File: src/rtl/ser_pkg.sv
package ser_pkg;

  typedef enum logic {
    MODE_WIDE   = 1'b0,
    MODE_NARROW = 1'b1
  } ser_mode_e;

endpackage

File: src/rtl/ser_rst_sync.sv
module ser_rst_sync #(
  parameter int STAGES = 2
) (
  input  logic clk_i,
  input  logic arst_ni,
  output logic srst_no
);

  logic [STAGES-1:0] sync_q;
  logic [STAGES-1:0] sync_d;

  always_comb begin
    sync_d = {sync_q[STAGES-2:0], 1'b1};
  end

  always_ff @(posedge clk_i or negedge arst_ni) begin
    if (!arst_ni) sync_q <= '0;
    else          sync_q <= sync_d;
  end

  assign srst_no = sync_q[STAGES-1];

endmodule

File: src/rtl/ser_word_pack.sv
module ser_word_pack
  import ser_pkg::*;
#(
  parameter int GRP_W = 10,
  parameter int NGRP  = 2,
  localparam int BUS_W = GRP_W * NGRP,
  localparam int CNT_W = $clog2(BUS_W)
) (
  input  logic [BUS_W-1:0] din_i,
  input  ser_mode_e        mode_i,
  output logic [BUS_W-1:0] word_o,
  output logic [CNT_W-1:0] last_idx_o
);

  logic narrow;
  assign narrow = (mode_i == MODE_NARROW);

  // Group 0 of the packed word is sent first; narrow mode moves the top group there.
  for (genvar g = 0; g < NGRP; g++) begin : g_grp
    if (g == 0) begin : g_first
      assign word_o[GRP_W-1:0] = narrow ? din_i[BUS_W-1 -: GRP_W]
                                        : din_i[GRP_W-1:0];
    end else begin : g_rest
      assign word_o[g*GRP_W +: GRP_W] = narrow ? '0 : din_i[g*GRP_W +: GRP_W];
    end
  end

  assign last_idx_o = narrow ? CNT_W'(GRP_W - 1) : CNT_W'(BUS_W - 1);

endmodule

File: src/rtl/ser_bit_ctr.sv
module ser_bit_ctr #(
  parameter int BUS_W = 20,
  localparam int CNT_W = $clog2(BUS_W)
) (
  input  logic             clk_i,
  input  logic             rst_ni,
  input  logic [CNT_W-1:0] last_idx_i,
  output logic             stb_o
);

  logic [CNT_W-1:0] cnt_q;
  logic [CNT_W-1:0] cnt_d;
  logic             cnt_en;

  assign stb_o  = rst_ni && (cnt_q == '0);
  assign cnt_en = rst_ni;

  always_comb begin
    cnt_d = cnt_q;
    if (stb_o)              cnt_d = last_idx_i;
    else if (cnt_q != '0)   cnt_d = cnt_q - 1'b1;
  end

  always_ff @(posedge clk_i or negedge rst_ni) begin
    if (!rst_ni)     cnt_q <= '0;
    else if (cnt_en) cnt_q <= cnt_d;
  end

  AST_STB_SINGLE: assert property (@(posedge clk_i) disable iff (!rst_ni)
    stb_o |=> !stb_o);
  AST_CNT_RANGE: assert property (@(posedge clk_i) disable iff (!rst_ni)
    !stb_o |-> (cnt_q < CNT_W'(BUS_W)));

endmodule

File: src/rtl/ser_shifter.sv
module ser_shifter #(
  parameter int BUS_W = 20
) (
  input  logic             clk_i,
  input  logic             rst_ni,
  input  logic             load_i,
  input  logic [BUS_W-1:0] word_i,
  output logic             bit_o
);

  logic [BUS_W-1:0] sh_q;
  logic [BUS_W-1:0] sh_d;
  logic             sh_en;

  assign sh_en = rst_ni;

  always_comb begin
    if (load_i) sh_d = word_i;
    else        sh_d = {1'b0, sh_q[BUS_W-1:1]};
  end

  always_ff @(posedge clk_i or negedge rst_ni) begin
    if (!rst_ni)    sh_q <= '0;
    else if (sh_en) sh_q <= sh_d;
  end

  assign bit_o = sh_q[0];

endmodule

File: src/rtl/ser_top.sv
module ser_top
  import ser_pkg::*;
#(
  parameter int GRP_W = 10,
  parameter int NGRP  = 2,
  parameter int SYNC_STAGES = 2,
  localparam int BUS_W = GRP_W * NGRP,
  localparam int CNT_W = $clog2(BUS_W)
) (
  input  logic             clk_i,
  input  logic             rst_ni,
  input  logic [BUS_W-1:0] din_i,
  input  logic             wsel_i,
  input  logic             oe_i,
  output logic             ld_stb_o,
  output logic             sout_o
);

  logic             srst_n;
  logic [BUS_W-1:0] word;
  logic [CNT_W-1:0] last_idx;
  logic             stb;
  logic             line_bit;
  ser_mode_e        mode;

  assign mode = ser_mode_e'(wsel_i);

  ser_rst_sync #(.STAGES(SYNC_STAGES)) u_rst_sync (
    .clk_i   (clk_i),
    .arst_ni (rst_ni),
    .srst_no (srst_n)
  );

  ser_word_pack #(.GRP_W(GRP_W), .NGRP(NGRP)) u_pack (
    .din_i      (din_i),
    .mode_i     (mode),
    .word_o     (word),
    .last_idx_o (last_idx)
  );

  ser_bit_ctr #(.BUS_W(BUS_W)) u_ctr (
    .clk_i      (clk_i),
    .rst_ni     (srst_n),
    .last_idx_i (last_idx),
    .stb_o      (stb)
  );

  ser_shifter #(.BUS_W(BUS_W)) u_shift (
    .clk_i  (clk_i),
    .rst_ni (srst_n),
    .load_i (stb),
    .word_i (word),
    .bit_o  (line_bit)
  );

  assign ld_stb_o = stb;
  assign sout_o   = line_bit & oe_i;

  AST_RST_QUIET: assert property (@(posedge clk_i) disable iff (!rst_ni)
    !srst_n |-> !ld_stb_o);
  AST_FIRST_NARROW: assert property (@(posedge clk_i) disable iff (!srst_n)
    (ld_stb_o && wsel_i) |=> (!oe_i || sout_o == $past(din_i[BUS_W-GRP_W])));
  AST_FIRST_WIDE: assert property (@(posedge clk_i) disable iff (!srst_n)
    (ld_stb_o && !wsel_i) |=> (!oe_i || sout_o == $past(din_i[0])));

endmodule

File: config.mk
export PLATFORM = sky130hd
export DESIGN_NAME = ser_top
export DESIGN_NICKNAME = d
export VERILOG_FILES = /design/src/rtl/ser_pkg.sv /design/src/rtl/ser_rst_sync.sv /design/src/rtl/ser_word_pack.sv /design/src/rtl/ser_bit_ctr.sv /design/src/rtl/ser_shifter.sv /design/src/rtl/ser_top.sv
export SDC_FILE = /design/constraint.sdc
export NUM_CORES = 1
export LEC_CHECK = 0
export BUFFER_PORTS_ARGS = -buffer_cell sky130_fd_sc_hd__buf_4
export CAP_MARGIN = 20
export CORE_UTILIZATION = 30
export DETAILED_ROUTE_END_ITERATION = 7
export PLACE_DENSITY = 0.5
export SYNTH_ARGS = -nofsm -noshare
export SYNTH_HDL_FRONTEND = slang
export SYNTH_SLANG_ARGS = --single-unit
File: constraint.sdc
create_clock -name clk_i -period 5.01 [get_ports clk_i]
set_clock_uncertainty 0.2 [all_clocks]
set_input_delay 1.002 -clock clk_i [delete_from_list [all_inputs] [get_ports clk_i]]
set_output_delay 1.002 -clock clk_i [all_outputs]
set_load 0.02 [all_outputs]
==> impl_metrics.json <==
{
  "rsz0062_at_grt": "no",
  "io_pins": 26,
  "fin_ws_ns": 2.011,
  "grt_max_degree": 84,
  "finalMaxSlewViolations": 0,
  "clock_latency_ns": 0.27,
  "syn-cell-area_um2": 1459,
  "cts_resized": 0,
  "period_share_pct": 59.86,
  "grt-ovfl-total": 0,
  "power_density_nw_per_um2": 406.3,
  "critPathBufInv": 3,
  "stdcell_count": 225,
  "clock-sinks": 27,
  "cp.required_ns": 3.81,
  "dieArea_um2": 5146,
  "crit_top_cell": "buf_4",
  "io_buffers": 25,
  "yosysTopAreaCellShare_pct": 46.31,
  "status": "finished, final reports clean",
  "initial_utilization_pct": 31.09,
  "grt_pass1_wl_mm": 5.181,
  "num_antenna_cells": 0,
  "synth-xor-area-share_pct": 0,
  "maxCapViolations": 0,
  "p_leak_nw": 0.7567,
  "dr.pass1.iters": 4,
  "tightestPinTransition_ns": 0.7559,
  "setup_viol": 0,
  "routed_wl_mm": 3.024,
  "core-area_um2": 4692,
  "arrival_ns": 1.80,
  "synthTopCellsByCount": "30 x nand3_1, 27 x dfrtp_1, 12 x nand2b_1",
  "grtUsageTotal_pct": 12.60,
  "drt_iter0_drc": 48,
  "first_global_vias": 1158,
  "final_area_um2": 1709,
  "clk_pin_slew_ns": 0.09,
  "layout.nets": 197,
  "cts.path.max_buffers": 2,
  "synth-seq-area-share_pct": 46.31,
  "cts_max_level": 1,
  "ys_warn_count": 0,
  "cts_setup_buffers": 0,
  "synthAdderAreaFrac_pct": 0.8576,
  "synth_mux_area_share_pct": 8.405,
  "setup-tns-final_ns": 0,
  "synth-simple-area-share_pct": 31.56,
  "vdd_ir_drop_max_mv": 0.1836,
  "synth_nets": 177,
  "syn_inst": 152,
  "synth_cell_types": 28,
  "startpoint_type": "flip-flop",
  "place_inst": 221,
  "cts_tree": "built",
  "vias": 1150,
  "cts_root_buf": "clkbuf_8",
  "placedInstanceArea_um2": 1664,
  "hold_buffers": 0,
  "yosysMostFrequentCell": "nand3_1",
  "syn_area_per_cell_um2": 9.598,
  "synthArstFlopShare_pct": 100.0,
  "antenna_found_initial": 0,
  "gp_routability_congestion": 0.6789,
  "cts_buffers": 3,
  "slowest_stage": "dfrtp_1",
  "rows": 25,
  "ys_seq_elements": 27,
  "ant_nets": 0,
  "hold_viol": 0,
  "hpwlAfterDp_mm": 2.064,
  "critPathTopFamily": "buffers and inverters",
  "finalCriticalPeriod_ns": 2.999,
  "area_growth_pct": 17.15,
  "min_path_type": "reg2reg",
  "crit_chain": "inv_1, ha_1, nor4b_4, buf_4, and2_1, buf_4",
  "cp_max_fo": 23,
  "synth_top_family_by_area": "simple AND/OR/NAND/NOR gates",
  "synth_top_area_cell": "dfrtp_1",
  "post_drt_wl_per_cell_um": 13.44,
  "slowest_delay_ns": 0.44,
  "drive_gt1_share_pct": 25.73,
  "timing.fmax_ghz": 0.3334,
  "ys.flop_type": "dfrtp_1",
  "dieHeight_um": 71.74,
  "relSlewSlack_pct": 49.61,
  "synthTopCellsByArea": "dfrtp_1 46%, nand3_1 10%, mux2_2 7.7%",
  "synth_compound_area_share_pct": 7.290,
  "via_per_inst": 5.111,
  "critPathCaptureType": "output pin",
  "crit_type": "reg2out",
  "synth-edff-count": 0,
  "drc": 0,
  "die_w_um": 71.74,
  "post-place-ws_ns": 2.327
}
==> per-layer routing <==
metal,wire length (µm),GRT usage (%)
met5,0,0
met4,25,4.575
met3,159,2.250
met2,1381,21.59
met1,1458,15.88
==> layout by cell type, fill, tap and decap left out, types with 2 or more instances in the layout <==
cell and instances:
clkbuf_8 3, nand3_1 30, dfrtp_1 26, mux2_2 10
nand2b_1 12, nor2_1 10, nand3b_1 11, inv_1 3
a31oi_1 9, o31ai_1 3, and2_1 2, nand2_1 11
buf_4 27
==> state kept, by name (all words and copies together) (netlist names) <==
name and flops:
u_ctr.cnt_q 5, u_rst_sync.sync_q 2, u_shift.sh_q 20
==> final cells by class <==
class / count / area (µm²)
clock buffers: 4 / 45.04
fillers: 491 / 2983
inverters: 3 / 11.26
multi-input cells: 110 / 705.7
flip-flops and latches: 27 / 676.9
well taps: 54 / 67.56
repair buffers: 27 / 202.7
==> power by group <==
part	leakage, nW	switching, mW	internal [mW]
Clock	0.0228	0.0661	0.0569
Combinational	0.412	0.111	0.105
Sequential	0.322	0.0579	0.298
Total	0.757	0.235	0.459
==> worst paths after layout <==
| kind | from | end | slack (ns) | cells after the start |
|---|---|---|---|---|
| hold reg to reg | u_rst_sync.sync_q[0]$_DFF_PN0_ | u_rst_sync.sync_q[1]$_DFF_PN0_ | 0.16 | 0 |
| setup / recovery | u_ctr.cnt_q[0]$_DFFE_PN0P_ | ld_stb_o | 2.01 | 6 |
| max in group asynchronous | u_rst_sync.sync_q[1]$_DFF_PN0_ | u_shift.sh_q[2]$_DFFE_PN0P_ | 3.89 | 1 |
| hold / removal | u_rst_sync.sync_q[0]$_DFF_PN0_ | u_rst_sync.sync_q[1]$_DFF_PN0_ | 0.16 | 0 |
| min in group asynchronous | u_rst_sync.sync_q[1]$_DFF_PN0_ | u_ctr.cnt_q[2]$_DFFE_PN0P_ | 0.23 | 1 |
| setup reg to reg | u_ctr.cnt_q[0]$_DFFE_PN0P_ | u_ctr.cnt_q[1]$_DFFE_PN0P_ | 3.05 | 5 |
==> logic make-up after synthesis <==
group	count (synthesis)
compound gates	16
other cells	1
buf+inv	15
mux	11
simple gates	81
flops	27
fa+ha+maj	1
==> through the flow <==
step | hold WS (ns) | power (mW) | util, %
2_1_floorplan | 0.1312 | 0.5214 | -
3_3_place_gp | 0.1422 | 0.5684 | 35.47
3_5_place_dp | 0.1457 | 0.5789 | 35.47
4_1_cts | 0.1681 | 0.7065 | 36.43
5_1_grt | 0.1857 | 0.7527 | 36.43
6_report | 0.1644 | 0.6944 | 36.43
No activity file was read; power rests on OpenSTA's default activity.
